<file path="src/rtl/stack_seq_pkg.sv">
package stack_seq_pkg;

  typedef enum logic [1:0] {
    OP_SAVE      = 2'd0,
    OP_RESTORE   = 2'd1,
    OP_RET_RANGE = 2'd2,
    OP_RET_ONLY  = 2'd3
  } seqOp_e;

  // strobes from control to datapath
  typedef struct packed {
    logic loadSpIn;
    logic loadSpRet;
    logic useRange;
    logic decSp;
    logic incSp;
    logic addrPreDec;
    logic loadPcMem;
    logic loadPcInstr;
  } dpCtrl_t;

endpackage

</file>
<file path="src/rtl/stack_seq_ctrl.sv">
module stack_seq_ctrl
  import stack_seq_pkg::*;
#(
  parameter int REG_IDX_W = 4
) (
  input  logic                 clk,
  input  logic                 rstN,
  input  logic                 go,
  input  logic [1:0]           opSel,
  input  logic [REG_IDX_W-1:0] firstReg,
  input  logic [REG_IDX_W-1:0] lastReg,
  input  logic                 rfWrReady,
  output dpCtrl_t              dpCtrl,
  output logic [REG_IDX_W-1:0] curIdx,
  output logic                 memWrEn,
  output logic                 memRdEn,
  output logic                 rfWrValid,
  output logic                 done,
  output logic                 pcValid,
  output logic                 undefExc,
  output logic                 illegalExc
);

  typedef enum logic [2:0] {S_IDLE, S_SAVE, S_LOAD, S_PCLOAD, S_FIN} state_e;

  state_e                 state, stateNxt;
  logic [REG_IDX_W-1:0]   curNxt, endIdx, endNxt;
  logic                   retMode, retNxt;
  logic                   undefNxt, illegalNxt;
  logic                   touchesSp, rangeBad, needRange;

  assign touchesSp = (firstReg == '0) || (lastReg == '0);
  assign rangeBad  = (firstReg >= lastReg);
  assign needRange = (seqOp_e'(opSel) != OP_RET_ONLY);

  always_comb begin
    stateNxt   = state;
    curNxt     = curIdx;
    endNxt     = endIdx;
    retNxt     = retMode;
    undefNxt   = 1'b0;
    illegalNxt = 1'b0;
    dpCtrl     = '0;
    case (state)
      S_IDLE: if (go) begin
        if (needRange && touchesSp) begin
          undefNxt = 1'b1;
        end else if (needRange && rangeBad) begin
          illegalNxt         = 1'b1;
          dpCtrl.loadPcInstr = 1'b1;
        end else begin
          case (seqOp_e'(opSel))
            OP_SAVE: begin
              dpCtrl.loadSpIn = 1'b1;
              curNxt = lastReg;  endNxt = firstReg;
              retNxt = 1'b0;     stateNxt = S_SAVE;
            end
            OP_RESTORE: begin
              dpCtrl.loadSpIn = 1'b1;
              curNxt = firstReg; endNxt = lastReg;
              retNxt = 1'b0;     stateNxt = S_LOAD;
            end
            OP_RET_RANGE: begin
              dpCtrl.loadSpRet = 1'b1;
              dpCtrl.useRange  = 1'b1;
              curNxt = firstReg; endNxt = lastReg;
              retNxt = 1'b1;     stateNxt = S_LOAD;
            end
            default: begin
              dpCtrl.loadSpRet = 1'b1;
              stateNxt = S_PCLOAD;
            end
          endcase
        end
      end
      S_SAVE: begin
        dpCtrl.decSp      = 1'b1;
        dpCtrl.addrPreDec = 1'b1;
        if (curIdx == endIdx) stateNxt = S_FIN;
        else curNxt = curIdx - 1'b1;
      end
      S_LOAD: if (rfWrReady) begin
        dpCtrl.incSp = 1'b1;
        if (curIdx == endIdx) stateNxt = retMode ? S_PCLOAD : S_FIN;
        else curNxt = curIdx + 1'b1;
      end
      S_PCLOAD: begin
        dpCtrl.incSp     = 1'b1;
        dpCtrl.loadPcMem = 1'b1;
        stateNxt         = S_FIN;
      end
      default: stateNxt = S_IDLE;
    endcase
  end

  always_ff @(posedge clk or negedge rstN) begin
    if (!rstN) begin
      state      <= S_IDLE;
      curIdx     <= '0;
      endIdx     <= '0;
      retMode    <= 1'b0;
      undefExc   <= 1'b0;
      illegalExc <= 1'b0;
      pcValid    <= 1'b0;
    end else begin
      state      <= stateNxt;
      curIdx     <= curNxt;
      endIdx     <= endNxt;
      retMode    <= retNxt;
      undefExc   <= undefNxt;
      illegalExc <= illegalNxt;
      pcValid    <= (state == S_PCLOAD);
    end
  end

  assign memWrEn   = (state == S_SAVE);
  assign memRdEn   = (state == S_LOAD) || (state == S_PCLOAD);
  assign rfWrValid = (state == S_LOAD);
  assign done      = (state == S_FIN);

endmodule

</file>
<file path="src/rtl/stack_seq_dp.sv">
module stack_seq_dp
  import stack_seq_pkg::*;
#(
  parameter int REG_IDX_W = 4,
  parameter int DATA_W    = 32
) (
  input  logic                 clk,
  input  logic                 rstN,
  input  dpCtrl_t              dpCtrl,
  input  logic [REG_IDX_W-1:0] firstReg,
  input  logic [REG_IDX_W-1:0] lastReg,
  input  logic [DATA_W-1:0]    spIn,
  input  logic [DATA_W-1:0]    imm,
  input  logic [DATA_W-1:0]    instrPc,
  input  logic [DATA_W-1:0]    memRdData,
  output logic [DATA_W-1:0]    memAddr,
  output logic [DATA_W-1:0]    spOut,
  output logic [DATA_W-1:0]    pcOut
);

  localparam int          WORD_BYTES = DATA_W / 8;
  localparam int          CNT_W      = REG_IDX_W + 1;
  localparam logic [DATA_W-1:0] STEP = DATA_W'(WORD_BYTES);

  logic [DATA_W-1:0] sp, pc, frameTop, rangeBytes;
  logic [CNT_W-1:0]  regCount;

  assign regCount   = {1'b0, lastReg} - {1'b0, firstReg} + CNT_W'(1);
  assign rangeBytes = DATA_W'(regCount) * STEP;
  assign frameTop   = spIn + imm - (dpCtrl.useRange ? rangeBytes : '0);

  always_ff @(posedge clk or negedge rstN) begin
    if (!rstN) begin
      sp <= '0;
      pc <= '0;
    end else begin
      if (dpCtrl.loadSpIn)       sp <= spIn;
      else if (dpCtrl.loadSpRet) sp <= frameTop;
      else if (dpCtrl.decSp)     sp <= sp - STEP;
      else if (dpCtrl.incSp)     sp <= sp + STEP;
      if (dpCtrl.loadPcMem)        pc <= memRdData;
      else if (dpCtrl.loadPcInstr) pc <= instrPc;
    end
  end

  assign memAddr = dpCtrl.addrPreDec ? sp - STEP : sp;
  assign spOut   = sp;
  assign pcOut   = pc;

endmodule

</file>
<file path="src/rtl/stack_seq.sv">
module stack_seq
  import stack_seq_pkg::*;
#(
  parameter int REG_IDX_W = 4,
  parameter int DATA_W    = 32
) (
  input  logic                 clk,
  input  logic                 rstN,
  input  logic                 go,
  input  logic [1:0]           opSel,
  input  logic [REG_IDX_W-1:0] firstReg,
  input  logic [REG_IDX_W-1:0] lastReg,
  input  logic [DATA_W-1:0]    spIn,
  input  logic [DATA_W-1:0]    imm,
  input  logic [DATA_W-1:0]    instrPc,
  output logic [REG_IDX_W-1:0] rfRdIdx,
  input  logic [DATA_W-1:0]    rfRdData,
  output logic                 rfWrValid,
  input  logic                 rfWrReady,
  output logic [REG_IDX_W-1:0] rfWrIdx,
  output logic [DATA_W-1:0]    rfWrData,
  output logic [DATA_W-1:0]    memAddr,
  output logic                 memWrEn,
  output logic [DATA_W-1:0]    memWrData,
  output logic                 memRdEn,
  input  logic [DATA_W-1:0]    memRdData,
  output logic [DATA_W-1:0]    spOut,
  output logic [DATA_W-1:0]    pcOut,
  output logic                 pcValid,
  output logic                 done,
  output logic                 undefExc,
  output logic                 illegalExc
);

  dpCtrl_t              dpCtrl;
  logic [REG_IDX_W-1:0] curIdx;

  stack_seq_ctrl #(.REG_IDX_W(REG_IDX_W)) u_ctrl (
    .clk(clk), .rstN(rstN), .go(go), .opSel(opSel),
    .firstReg(firstReg), .lastReg(lastReg), .rfWrReady(rfWrReady),
    .dpCtrl(dpCtrl), .curIdx(curIdx), .memWrEn(memWrEn), .memRdEn(memRdEn),
    .rfWrValid(rfWrValid), .done(done), .pcValid(pcValid),
    .undefExc(undefExc), .illegalExc(illegalExc)
  );

  stack_seq_dp #(.REG_IDX_W(REG_IDX_W), .DATA_W(DATA_W)) u_dp (
    .clk(clk), .rstN(rstN), .dpCtrl(dpCtrl),
    .firstReg(firstReg), .lastReg(lastReg), .spIn(spIn), .imm(imm),
    .instrPc(instrPc), .memRdData(memRdData),
    .memAddr(memAddr), .spOut(spOut), .pcOut(pcOut)
  );

  assign rfRdIdx   = curIdx;
  assign rfWrIdx   = curIdx;
  assign rfWrData  = memRdData;
  assign memWrData = rfRdData;

endmodule

</file>
<file path="config.mk">
export PLATFORM = sky130hd
export DESIGN_NAME = stack_seq
export DESIGN_NICKNAME = d
export VERILOG_FILES = /design/src/rtl/stack_seq_pkg.sv /design/src/rtl/stack_seq_ctrl.sv /design/src/rtl/stack_seq_dp.sv /design/src/rtl/stack_seq.sv
export SDC_FILE = /design/constraint.sdc
export NUM_CORES = 1
export LEC_CHECK = 0
export ABC_AREA = 1
export ABC_CLOCK_PERIOD_IN_PS = 3600
export BUFFER_PORTS_ARGS = -buffer_cell sky130_fd_sc_hd__buf_2
export CORE_MARGIN = 1.5
export CORE_UTILIZATION = 42
export DETAILED_ROUTE_END_ITERATION = 16
export GPL_TIMING_DRIVEN = 0
export PLACE_DENSITY = 0.69
export SYNTH_ARGS = -nofsm -noshare
export SYNTH_HDL_FRONTEND = slang
export SYNTH_SLANG_ARGS = --single-unit
</file>
<file path="constraint.sdc">
create_clock -name clk -period 3.6 [get_ports clk]
set_input_delay 0.18 -clock clk [delete_from_list [all_inputs] [get_ports clk]]
set_output_delay 0.18 -clock clk [all_outputs]
set_load 0.02 [all_outputs]
</file>
==> metrics.json, run 1 <==
{
  "outcome": {"value": "finished clean"},
  "worst_slack_on_hold_paths": {"value": 0.135, "unit": "ns"},
  "syn_area_per_cell": {"value": 5.76, "unit": "sq um"},
  "asyncSetResetFlopFracSynth": {"value": 100, "unit": "%"},
  "cts_max_level": {"value": 3},
  "setup_skew_after_layout": {"value": 0.0117, "unit": "ns"},
  "synth_top_cell_area_share": {"value": 19.8, "unit": "%"},
  "path_clk_slew": {"value": 0.07, "unit": "ns"},
  "end_point_of_the_critical_path": {"value": "u_dp.spOut[29]$_DFFE_PN0P_"},
  "rows": {"value": 58},
  "worst_skew_pair.late_latency": {"value": 0.35, "unit": "ns"},
  "yosysWarningCount": {"value": 0},
  "crit_path_max_incr_delay": {"value": 0.44, "unit": "ns"},
  "dr.pass1.iters": {"value": 7},
  "setup_slack": {"value": 0.191, "unit": "ns"},
  "route.vias.total": {"value": 12676},
  "die_width": {"value": 164, "unit": "um"},
  "grt_antenna_before_repair": {"value": 0},
  "yosysTopAreaCell": {"value": "sky130_fd_sc_hd__nand2_1"},
  "initial_utilization": {"value": 43.1, "unit": "%"},
  "hold-path-cell-count": {"value": 3},
  "flow.area_growth_from_synthesis": {"value": 23.1, "unit": "%"},
  "post-route-min-period": {"value": 3.41, "unit": "ns"},
  "boundaryPins": {"value": 349},
  "routed_wl": {"value": 39700, "unit": "um"},
  "total_global_routing_overflow": {"value": 0},
  "critPathCaptureType": {"value": "flop"},
  "path_class": {"value": "in -> reg"},
  "worst_setup_path_start_kind": {"value": "primary input"},
  "layout_common_cells": {"value": "567 x sky130_fd_sc_hd__nand2_1, 348 x sky130_fd_sc_hd__buf_2, 326 x sky130_fd_sc_hd__inv_1"},
  "cp_slowest_cell": {"value": "sky130_fd_sc_hd__fa_1"},
  "maxSlewViolCount": {"value": 0},
  "fp.dieArea": {"value": 27000, "unit": "sq um"},
  "place.detailed.hpwl": {"value": 33600, "unit": "um"},
  "placeableCoreArea": {"value": 25300, "unit": "sq um"},
  "antenna-diode-count": {"value": 0},
  "seq_area_frac_synth": {"value": 18.1, "unit": "%"},
  "pwr_density_cell": {"value": 665, "unit": "nW/um^2"},
  "critical_path.startpoint": {"value": "firstReg[0]"},
  "synth_seq_cells": {"value": 79},
  "layout.cell_area.non_filler": {"value": 13400, "unit": "sq um"},
  "place_congestion": {"value": 0.979},
  "synthCells": {"value": 1894},
  "drcViolationCount": {"value": 0},
  "grt_util_all_layers": {"value": 28.9, "unit": "%"},
  "placement.setup.worst_slack": {"value": -1.12, "unit": "ns"},
  "r2r_slack": {"value": 0.26, "unit": "ns"},
  "clock_tree.root_cell": {"value": "sky130_fd_sc_hd__clkbuf_16"},
  "worst_pin_slew": {"value": 0.751, "unit": "ns"},
  "wire_per_inst": {"value": 15.5, "unit": "um"},
  "max-cap-violations": {"value": 0},
  "finalCoreUtilization": {"value": 53.0, "unit": "%"},
  "clock_sinks": {"value": 79},
  "synthesis.area": {"value": 10900, "unit": "sq um"},
  "nets": {"value": 2483},
  "ys.flop_type": {"value": "sky130_fd_sc_hd__dfrtp_1"},
  "crit_arrival": {"value": 3.65, "unit": "ns"},
  "max-clock-path-buffers": {"value": 2},
  "synth.top_cells.by_area": {"value": "sky130_fd_sc_hd__nand2_1 20%, sky130_fd_sc_hd__dfrtp_1 18%, sky130_fd_sc_hd__inv_1 11%, sky130_fd_sc_hd__ha_1 8.8%, sky130_fd_sc_hd__nor2_1 8.6%"},
  "cp_data_required_time": {"value": 3.84, "unit": "ns"},
  "r2r.worst_path.cells": {"value": 24},
  "fin_cells": {"value": 2559},
  "post_route_cells_drive_above_1_share": {"value": 24.0, "unit": "%"},
  "synth.net_count": {"value": 2153},
  "synth_enable_flop_cells": {"value": 0},
  "io_buffers": {"value": 316},
  "fin_total_pwr": {"value": 8.93, "unit": "mW"},
  "drt_first_iter_violations": {"value": 968},
  "dieHeight": {"value": 164, "unit": "um"},
  "layout.cells.most_common": {"value": "sky130_fd_sc_hd__nand2_1"},
  "pin_count_of_the_biggest_net_entering_global_routing": {"value": 48},
  "first_global_vias": {"value": 11301},
  "drtAntennaViolNets": {"value": 0},
  "synth.lib_cells_used.distinct": {"value": 43},
  "cts_made_buffers": {"value": 9},
  "final_count_of_hold_timing_violations": {"value": 0},
  "regToRegEndpoint": {"value": "u_dp.spOut[29]$_DFFE_PN0P_"},
  "cellLeakagePower": {"value": 7.86, "unit": "nW"},
  "startpoint_of_the_lowest_slack_register_to_register_path": {"value": "u_ctrl.state[1]$_DFFE_PN0P_"},
  "crit_path_max_fanout": {"value": 4},
  "avgViaCountPerCell": {"value": 4.95},
  "global_route_wire_length_before_repair": {"value": 59800, "unit": "um"},
  "cts_tree": {"value": "done"},
  "setup_tns": {"value": 0, "unit": "ns"},
  "min-delay-path-class": {"value": "in -> reg"},
  "report.final.setup_viol": {"value": 0},
  "vdd_ir_drop_max": {"value": 325, "unit": "uV"},
  "instance_area_after_placement": {"value": 12900, "unit": "sq um"},
  "max_freq": {"value": 293, "unit": "MHz"},
  "worst_path_most_repeated_cell": {"value": "sky130_fd_sc_hd__nand2_1"},
  "nFillCells": {"value": 2698},
  "post-route-period-util": {"value": 94.7, "unit": "%"},
  "timing.max_slew.rel_slack": {"value": 50.0, "unit": "%"},
  "dp.cells": {"value": 2541}
}
[synth_stat cells, types with 10 or more instances]
cell type                  number
sky130_fd_sc_hd__o21ai_0       96
sky130_fd_sc_hd__nand3_1      130
sky130_fd_sc_hd__nor3_1        10
sky130_fd_sc_hd__a21oi_2       25
sky130_fd_sc_hd__clkbuf_1      10
sky130_fd_sc_hd__nor2_1       249
sky130_fd_sc_hd__ha_1          77
sky130_fd_sc_hd__buf_2         34
sky130_fd_sc_hd__buf_4         74
sky130_fd_sc_hd__nand4_1       17
sky130_fd_sc_hd__xor2_1        28
sky130_fd_sc_hd__a21oi_1       42
sky130_fd_sc_hd__nand2_1      575
sky130_fd_sc_hd__dfrtp_1       79
sky130_fd_sc_hd__inv_1        328
sky130_fd_sc_hd__or2_1         31
[what timing repair did]
item	4_1_cts	5_1_grt
buffers inserted	2	0
hold endpoints to repair	32	0
resized for setup	11	22
setup endpoints to repair	30	26
hold buffers	1	0
pin swaps	2	5
[per-layer routing]
layer / wire (um) / global-route usage, % / up-vias
li1: - / - / 6398
met1: 17100 / 37.2 / 5773
met2: 19200 / 50.1 / 448
met4: 1120 / 10.3 / 0
met5: 0 / 0 / -
met3: 2280 / 2.60 / 57
[cells by family (layout without fill, tap and decap cells)]
| family | after synthesis | after routing | share of synthesized area, % |
|---|---|---|---|
| AO/OA/AOI/OAI | 192 | 192 | 10.2 |
| XOR/XNOR | 30 | 30 | 2.41 |
| adder cells (fa/ha/maj) | 85 | 85 | 10.3 |
| buffers and inverters | 462 | 797 | 19.2 |
| flip-flops | 79 | 79 | 18.1 |
| AND/OR/NAND/NOR | 1046 | 1046 | 39.8 |
[power by group]
| part | leakage, nW | total (mW) | internal, mW | switching [mW] |
|---|---|---|---|---|
| registers | 0.942 | 1.67 | 1.29 | 0.374 |
| logic | 6.76 | 6.24 | 2.03 | 4.21 |
| clock network | 0.150 | 1.03 | 0.613 | 0.412 |
[registers in the layout, indices dropped and copies added (netlist names)]
name and cells:
u_dp.pcOut 32, u_dp.spOut 32, u_ctrl.curIdx 4, u_ctrl.endIdx 4, u_ctrl.state 3, u_ctrl.illegalExc 1, u_ctrl.pcValid 1, u_ctrl.retMode 1
u_ctrl.undefExc 1
[worst min path at each step]
stage / start / endpoint / slack (ns)
4_1_cts: firstReg[0] / u_ctrl.endIdx[0]$_DFFE_PN0P_ / 0.11
3_3_place_gp: firstReg[0] / u_ctrl.endIdx[0]$_DFFE_PN0P_ / 0.47
2_1_floorplan: rstN / u_ctrl.curIdx[0]$_DFFE_PN0P_ / -0.12
6_report: firstReg[0] / u_ctrl.endIdx[0]$_DFFE_PN0P_ / 0.13
3_5_place_dp: rstN / u_ctrl.endIdx[3]$_DFFE_PN0P_ / 0.17
5_1_grt: firstReg[0] / u_ctrl.endIdx[0]$_DFFE_PN0P_ / 0.13
[cell type report]
class / instances / area, sq um / area share (%)
plain buffers: 126 / 833 / 6.20
clock inverters: 6 / 92.6 / 0.689
well taps: 330 / 413 / 3.07
inverters: 335 / 1260 / 9.38
clock buffers: 10 / 229 / 1.70
repair buffers: 320 / 1640 / 12.2
multi-input cells: 1353 / 6990 / 52.0
flip-flops and latches: 79 / 1980 / 14.7
[critical path, delay by kind of cell]
| kind | cells | cell delay, ns |
|---|---|---|
| and+or+nand+nor | 18 | 1.52 |
| adders and majority gates | 4 | 1.15 |
| buffers and inverters | 5 | 0.42 |
| AOI/OAI and AO/OA | 2 | 0.34 |
No activity file was read; power rests on OpenSTA's default activity.
==> run 2: changes to the inputs <==
--- a/config.mk
+++ b/config.mk
@@ -5,14 +5,13 @@
 export SDC_FILE = /design/constraint.sdc
 export NUM_CORES = 1
 export LEC_CHECK = 0
-export ABC_AREA = 1
 export ABC_CLOCK_PERIOD_IN_PS = 3600
 export BUFFER_PORTS_ARGS = -buffer_cell sky130_fd_sc_hd__buf_2
 export CORE_MARGIN = 1.5
 export CORE_UTILIZATION = 42
 export DETAILED_ROUTE_END_ITERATION = 16
 export GPL_TIMING_DRIVEN = 0
-export PLACE_DENSITY = 0.69
+export PLACE_DENSITY = 0.72
 export SYNTH_ARGS = -nofsm -noshare
 export SYNTH_HDL_FRONTEND = slang
 export SYNTH_SLANG_ARGS = --single-unit
==> metrics.json, run 2 <==
{
  "outcome": {"value": "finished with violations"},
  "drtAntennaViolNets": {"value": 0},
  "post-route-period-util": {"value": 109, "unit": "%"},
  "crit_path_max_incr_delay": {"value": 0.41, "unit": "ns"},
  "grt_setup_unrepaired": {"value": "true"},
  "pin_count_of_the_biggest_net_entering_global_routing": {"value": 42},
  "nets": {"value": 1797},
  "violations": {"value": "negative setup slack"},
  "place.detailed.hpwl": {"value": 24800, "unit": "um"},
  "grt_util_all_layers": {"value": 28.1, "unit": "%"},
  "cts_tree": {"value": "done"},
  "placeableCoreArea": {"value": 20400, "unit": "sq um"},
  "clock_sinks": {"value": 79},
  "finalCoreUtilization": {"value": 58.2, "unit": "%"},
  "cellLeakagePower": {"value": 5.89, "unit": "nW"},
  "drt_first_iter_violations": {"value": 663},
  "worst_pin_slew": {"value": 0.828, "unit": "ns"},
  "total_global_routing_overflow": {"value": 0},
  "globalRouteMet3Util": {"value": 4.07, "unit": "%"},
  "cp_data_required_time": {"value": 3.85, "unit": "ns"},
  "final_count_of_hold_timing_violations": {"value": 0},
  "yosysTopAreaCell": {"value": "sky130_fd_sc_hd__dfrtp_1"},
  "wire_per_inst": {"value": 17.4, "unit": "um"},
  "layout_common_cells": {"value": "317 x sky130_fd_sc_hd__buf_2, 141 x sky130_fd_sc_hd__inv_1, 130 x sky130_fd_sc_hd__nand2_1"},
  "max-clock-path-buffers": {"value": 2},
  "dr.pass1.iters": {"value": 5},
  "fin_total_pwr": {"value": 7.78, "unit": "mW"},
  "max-cap-violations": {"value": 0},
  "min-delay-path-class": {"value": "in -> reg"},
  "crit_path_max_fanout": {"value": 5},
  "cp_slowest_cell": {"value": "sky130_fd_sc_hd__fa_1"},
  "cts_max_level": {"value": 3},
  "asyncSetResetFlopFracSynth": {"value": 100, "unit": "%"},
  "path_clk_slew": {"value": 0.07, "unit": "ns"},
  "globalRouteMet2Util": {"value": 50.8, "unit": "%"},
  "synthCells": {"value": 1182},
  "top_usage_layer": {"value": "met2"},
  "report.final.setup_viol": {"value": 20},
  "crit_arrival": {"value": 4.17, "unit": "ns"},
  "cts_made_buffers": {"value": 9},
  "initial_utilization": {"value": 43.0, "unit": "%"},
  "nFillCells": {"value": 1927},
  "worst_path_cell_trace": {"value": "buf_12 > inv_12 > ha_4 > inv_2 > fa_2 > a21oi_2 > o21a_1 > a21oi_4 > nor2_4 > buf_6 > and3_4 > fa_1 > inv_2 > ha_4 > a2111oi_4 > o21ai_2 > and3b_2 > o21bai_4 > buf_6 > nand4_1 > and3_4 > a311oi_2"},
  "flow.area_growth_from_synthesis": {"value": 35.5, "unit": "%"},
  "avgViaCountPerCell": {"value": 5.45},
  "first_global_vias": {"value": 9182},
  "drcViolationCount": {"value": 0},
  "path_class": {"value": "in -> reg"},
  "clock_tree.root_cell": {"value": "sky130_fd_sc_hd__clkbuf_16"},
  "fp.dieArea": {"value": 21700, "unit": "sq um"},
  "yosysWarningCount": {"value": 0},
  "layout.cells.most_common": {"value": "sky130_fd_sc_hd__buf_2"},
  "post_route_cells_drive_above_1_share": {"value": 34.3, "unit": "%"},
  "setup_skew_after_layout": {"value": 0.0104, "unit": "ns"},
  "seq_area_frac_synth": {"value": 22.6, "unit": "%"},
  "worst_setup_path_start_kind": {"value": "primary input"},
  "synth.lib_cells_used.distinct": {"value": 82},
  "place_congestion": {"value": 0.974},
  "boundaryPins": {"value": 349},
  "synth.top_cells.by_area": {"value": "sky130_fd_sc_hd__dfrtp_1 23%, sky130_fd_sc_hd__ha_1 11%, sky130_fd_sc_hd__inv_1 6.3%, sky130_fd_sc_hd__buf_4 6.1%, sky130_fd_sc_hd__nand2_1 5.7%"},
  "grt_antenna_before_repair": {"value": 0},
  "pwr_density_cell": {"value": 657, "unit": "nW/um^2"},
  "worstPathBufferInverterCount": {"value": 6},
  "dieHeight": {"value": 147, "unit": "um"},
  "synth_top_cell_area_share": {"value": 22.6, "unit": "%"},
  "global_route_wire_length_before_repair": {"value": 47900, "unit": "um"},
  "post-route-min-period": {"value": 3.92, "unit": "ns"},
  "worst_skew_pair.late_latency": {"value": 0.35, "unit": "ns"},
  "yosys.cell_count.top_type": {"value": "sky130_fd_sc_hd__inv_1"},
  "synth.net_count": {"value": 1441},
  "max_freq": {"value": 255, "unit": "MHz"},
  "syn_area_per_cell": {"value": 7.41, "unit": "sq um"},
  "rows": {"value": 52},
  "die_width": {"value": 147, "unit": "um"},
  "groute.layer.met1.usage": {"value": 33.2, "unit": "%"},
  "io_buffers": {"value": 316},
  "timing.max_slew.rel_slack": {"value": 44.8, "unit": "%"},
  "synth_seq_cells": {"value": 79},
  "cpLargestDelayFamily": {"value": "compound AO/OA/AOI/OAI gates"},
  "route.vias.total": {"value": 9881},
  "setup_slack": {"value": -0.324, "unit": "ns"},
  "vdd_ir_drop_max": {"value": 351, "unit": "uV"},
  "critPathCaptureType": {"value": "flop"},
  "synth.cells.most_frequent": {"value": "148 x sky130_fd_sc_hd__inv_1, 132 x sky130_fd_sc_hd__nand2_1, 92 x sky130_fd_sc_hd__nor2_1"},
  "antenna-diode-count": {"value": 0},
  "routed_wl": {"value": 31600, "unit": "um"},
  "synthesis.area": {"value": 8750, "unit": "sq um"},
  "maxSlewViolCount": {"value": 0},
  "synth_enable_flop_cells": {"value": 0},
  "ys.flop_type": {"value": "sky130_fd_sc_hd__dfrtp_1"}
}
## run 2: final timing paths
check / start / end / slack (ns) / cells after the start
max in group asynchronous: rstN / u_dp.pcOut[3]$_DFFE_PN0P_ / 2.60 / 3
worst max register to register: u_ctrl.state[0]$_DFFE_PN0P_ / u_dp.spOut[23]$_DFFE_PN0P_ / -0.30 / 17
worst max-delay path: firstReg[0] / u_dp.spOut[23]$_DFFE_PN0P_ / -0.32 / 22
min in group asynchronous: rstN / u_dp.spOut[21]$_DFFE_PN0P_ / 0.36 / 2
worst min-delay path: instrPc[26] / u_dp.pcOut[26]$_DFFE_PN0P_ / 0.08 / 3
worst min register to register: u_ctrl.endIdx[0]$_DFFE_PN0P_ / u_ctrl.endIdx[0]$_DFFE_PN0P_ / 0.50 / 2
## run 2: final cells by class
| cell class | instances | area [sq um] | share of cell area [%] |
|---|---|---|---|
| Clock buffer | 10 | 239 | 2.02 |
| Sequential cell | 79 | 1980 | 16.7 |
| Clock inverter | 6 | 67.6 | 0.570 |
| Inverter | 150 | 576 | 4.85 |
| Multi-Input combinational cell | 822 | 5970 | 50.3 |
| Tap cell | 270 | 338 | 2.85 |
| Buffer | 127 | 779 | 6.57 |
| Timing Repair Buffer | 349 | 1910 | 16.1 |
## run 2: cell families (layout without fill, tap and decap cells)
family          count (synthesis)  in the layout  share of synthesized area (%)
compound gates                292            292                           21.7
fa+ha+maj                      85             85                           12.8
xor+xnor                       55             55                           5.50
mux                            15             15                           1.79
flops                          79             79                           22.6
buf+inv                       281            642                           15.2
simple gates                  375            375                           20.4
## run 2: worst reg2reg max path: stages (launching register included)
cell and delay, ns:
sky130_fd_sc_hd__dfrtp_1 0.38, sky130_fd_sc_hd__clkbuf_8 0.17, sky130_fd_sc_hd__nor3_4 0.22, sky130_fd_sc_hd__nand2_2 0.11, sky130_fd_sc_hd__nor2_4 0.14, sky130_fd_sc_hd__buf_6 0.13
sky130_fd_sc_hd__and3_4 0.17, sky130_fd_sc_hd__fa_1 0.42, sky130_fd_sc_hd__inv_2 0.09, sky130_fd_sc_hd__ha_4 0.22, sky130_fd_sc_hd__a2111oi_4 0.39, sky130_fd_sc_hd__o21ai_2 0.10
sky130_fd_sc_hd__and3b_2 0.30, sky130_fd_sc_hd__o21bai_4 0.26, sky130_fd_sc_hd__buf_6 0.14, sky130_fd_sc_hd__nand4_1 0.10, sky130_fd_sc_hd__and3_4 0.24, sky130_fd_sc_hd__a311oi_2 0.24
## run 2: routing by layer
metal	up-vias	wire, um
met3	79	2290
met1	4608	12200
met5	-	0
met4	0	1180
li1	4709	-
met2	485	15900
## run 2: what timing repair did
action	CTS	global route
setup endpoints to repair	28	25
hold buffers	1	0
gates resized for setup	53	26
buffers inserted	17	14
hold endpoints to repair	38	0
pin swaps	50	38
## run 2: where the power goes
group	switching, mW	internal, mW
registers	0.477	1.32
logic	3.10	1.90
clock network	0.417	0.559
## run 2: metrics by stage
stage	setup slack, ns	hold slack (ns)	instance area [sq um]	setup TNS (ns)	instances
2_1_floorplan	-0.433	-0.116	9010	-5.30	1182
3_3_place_gp	-1.30	0.438	10900	-25.63	1768
3_5_place_dp	-1.38	0.199	11000	-26.84	1769
4_1_cts	-0.234	0.0678	11700	-3.01	1800
5_1_grt	-0.490	0.0814	11900	-8.31	1813
6_report	-0.324	0.0811	11900	-4.28	1813
==> run 3: changes to the inputs <==
--- a/config.mk
+++ b/config.mk
@@ -7,7 +7,7 @@
 export LEC_CHECK = 0
 export ABC_CLOCK_PERIOD_IN_PS = 3600
 export BUFFER_PORTS_ARGS = -buffer_cell sky130_fd_sc_hd__buf_2
-export CORE_MARGIN = 1.5
+export CORE_MARGIN = 2
 export CORE_UTILIZATION = 42
 export DETAILED_ROUTE_END_ITERATION = 16
 export GPL_TIMING_DRIVEN = 0
==> metrics.json, run 3 (synthesized netlist as in run 2, its figures left out) <==
{
  "max_freq": {"value": 263, "unit": "MHz"},
  "top_usage_layer": {"value": "met2"},
  "drcViolationCount": {"value": 0},
  "cp_data_required_time": {"value": 3.83, "unit": "ns"},
  "groute.layer.met1.usage": {"value": 32.7, "unit": "%"},
  "setup_slack": {"value": -0.207, "unit": "ns"},
  "layout_common_cells": {"value": "317 x sky130_fd_sc_hd__buf_2, 141 x sky130_fd_sc_hd__inv_1, 130 x sky130_fd_sc_hd__nand2_1"},
  "globalRouteMet2Util": {"value": 49.1, "unit": "%"},
  "grt_util_all_layers": {"value": 27.1, "unit": "%"},
  "crit_arrival": {"value": 4.03, "unit": "ns"},
  "final_count_of_hold_timing_violations": {"value": 0},
  "boundaryPins": {"value": 349},
  "fp.dieArea": {"value": 22000, "unit": "sq um"},
  "layout.cells.most_common": {"value": "sky130_fd_sc_hd__buf_2"},
  "cp_slowest_cell": {"value": "sky130_fd_sc_hd__fa_1"},
  "startpoint_of_the_lowest_slack_register_to_register_path": {"value": "u_ctrl.state[2]$_DFFE_PN0P_"},
  "grt_antenna_before_repair": {"value": 1},
  "r2r.worst_path.cells": {"value": 19},
  "global_route_wire_length_before_repair": {"value": 47100, "unit": "um"},
  "route.vias.total": {"value": 9839},
  "hold-path-cell-count": {"value": 3},
  "path_clk_slew": {"value": 0.07, "unit": "ns"},
  "io_buffers": {"value": 316},
  "vdd_ir_drop_max": {"value": 374, "unit": "uV"},
  "dp.cells": {"value": 1769},
  "cts_tree": {"value": "done"},
  "placeableCoreArea": {"value": 20400, "unit": "sq um"},
  "crit_path_max_incr_delay": {"value": 0.43, "unit": "ns"},
  "first_global_vias": {"value": 8951},
  "die_width": {"value": 148, "unit": "um"},
  "place_congestion": {"value": 0.944},
  "clock_tree.root_cell": {"value": "sky130_fd_sc_hd__clkbuf_16"},
  "pin_count_of_the_biggest_net_entering_global_routing": {"value": 47},
  "worst_pin_slew": {"value": 0.816, "unit": "ns"},
  "maxSlewViolCount": {"value": 0},
  "clock_sinks": {"value": 79},
  "drt_first_iter_violations": {"value": 697},
  "crit_path_max_fanout": {"value": 5},
  "flow.area_growth_from_synthesis": {"value": 34.5, "unit": "%"},
  "fin_cells": {"value": 1807},
  "nets": {"value": 1789},
  "holdPathEnd": {"value": "u_dp.pcOut[11]$_DFFE_PN0P_"},
  "avgViaCountPerCell": {"value": 5.44},
  "finalCoreUtilization": {"value": 57.8, "unit": "%"},
  "cts_max_level": {"value": 3},
  "worst_skew_pair.late_latency": {"value": 0.35, "unit": "ns"},
  "timing.max_slew.rel_slack": {"value": 45.1, "unit": "%"},
  "critPathCaptureType": {"value": "flop"},
  "total_global_routing_overflow": {"value": 0},
  "pwr_density_cell": {"value": 661, "unit": "nW/um^2"},
  "max-cap-violations": {"value": 0},
  "report.final.setup_viol": {"value": 19},
  "setup_skew_after_layout": {"value": 0.00837, "unit": "ns"},
  "violations": {"value": "negative setup slack"},
  "max-clock-path-buffers": {"value": 2},
  "outcome": {"value": "finished with violations"},
  "cellLeakagePower": {"value": 5.85, "unit": "nW"},
  "dr.pass1.iters": {"value": 5},
  "grt_setup_unrepaired": {"value": "true"},
  "hold_start": {"value": "instrPc[11]"},
  "place.detailed.hpwl": {"value": 24800, "unit": "um"},
  "setup_tns": {"value": -2.71, "unit": "ns"},
  "regToRegEndpoint": {"value": "u_dp.spOut[28]$_DFFE_PN0P_"},
  "post-route-min-period": {"value": 3.81, "unit": "ns"},
  "drtAntennaViolNets": {"value": 0},
  "worst_setup_path_start_kind": {"value": "primary input"},
  "rows": {"value": 52},
  "path_class": {"value": "in -> reg"},
  "cts_made_buffers": {"value": 9},
  "routed_wl": {"value": 31300, "unit": "um"},
  "wire_per_inst": {"value": 17.3, "unit": "um"},
  "min-delay-path-class": {"value": "in -> reg"},
  "worst_path_cell_trace": {"value": "buf_12 > inv_12 > ha_4 > inv_2 > fa_2 > a21oi_2 > o21a_2 > a21oi_4 > nor2_4 > clkbuf_16 > nand2_8 > nor2_4 > fa_1 > inv_2 > ha_4 > a21o_1 > a221o_1 > a211oi_4 > buf_12 > o31ai_2 > o22ai_2 > o21ai_2 > nor4_2 > nor3_2"},
  "post-route-period-util": {"value": 106, "unit": "%"},
  "post_route_cells_drive_above_1_share": {"value": 33.7, "unit": "%"},
  "r2r_slack": {"value": -0.18, "unit": "ns"},
  "dieHeight": {"value": 148, "unit": "um"},
  "initial_utilization": {"value": 43.0, "unit": "%"},
  "globalRouteMet3Util": {"value": 4.05, "unit": "%"}
}
run 3: cell types whose count changed in the layout (fill, tap and decap cells not counted), sizes merged:
cell    delta
inv        +1
bufinv     +1
clkinv     -2
diode      +2
buf        -8
run 3: power breakdown:
part | total, mW | internal (mW) | leakage [nW] | switching, mW
Clock | 1.03 | 0.614 | 0.150 | 0.418
Sequential | 1.77 | 1.32 | 0.940 | 0.449
Combinational | 4.98 | 1.88 | 4.76 | 3.09
Total | 7.78 | 3.82 | 5.85 | 3.96
run 3: timing repair:
item	4_1_cts	5_1_grt
buffers inserted	15	8
pin swaps	47	34
hold buffers	1	0
setup endpoints to repair	28	25
hold endpoints to repair	33	0
resized for setup	48	22
run 3: cell type report:
type	count	area [sq um]
Clock buffer	10	229
Sequential cell	79	1980
Antenna cell	2	5.00
Fill cell	1912	8590
Inverter	150	576
Tap cell	270	338
Multi-Input combinational cell	822	5930
Timing Repair Buffer	341	1850
Clock inverter	6	92.6
Buffer	127	773
run 3: worst max-delay path by stage:
stage / start / end / slack, ns / depth (start not counted)
floorplan: firstReg[0] / u_dp.spOut[28]$_DFFE_PN0P_ / -0.43 / 23
global placement: firstReg[0] / u_dp.spOut[28]$_DFFE_PN0P_ / -1.30 / 24
detailed placement: firstReg[0] / u_dp.spOut[28]$_DFFE_PN0P_ / -1.35 / 24
CTS: firstReg[0] / u_dp.spOut[20]$_DFFE_PN0P_ / -0.22 / 24
global route: u_ctrl.state[2]$_DFFE_PN0P_ / u_dp.spOut[28]$_DFFE_PN0P_ / -0.41 / 19
finish: firstReg[0] / u_dp.spOut[28]$_DFFE_PN0P_ / -0.21 / 24
run 3: per-stage QoR:
stage	instance area (sq um)	hold WS [ns]	setup slack, ns	total power [mW]
after floorplan	9010	-0.116	-0.433	4.96
after global placement	10900	0.434	-1.30	6.45
after detailed placement	11000	0.177	-1.35	6.51
after CTS	11600	0.0784	-0.223	7.69
after global routing	11800	0.0782	-0.411	8.27
final	11800	0.0916	-0.207	7.78
run 3: worst max-delay path, delay by kind of cell:
kind | cells | cell delay (ns)
fa+ha+maj | 4 | 1.10
simple gates | 5 | 0.61
compound gates | 9 | 1.53
buf+inv | 6 | 0.60
run 3: per-layer routing:
metal | up-vias | share of wire (%)
met3 | 70 | 7.2
met2 | 472 | 50
li1 | 4706 | -
met4 | 0 | 3.1
met1 | 4591 | 39
met5 | - | 0
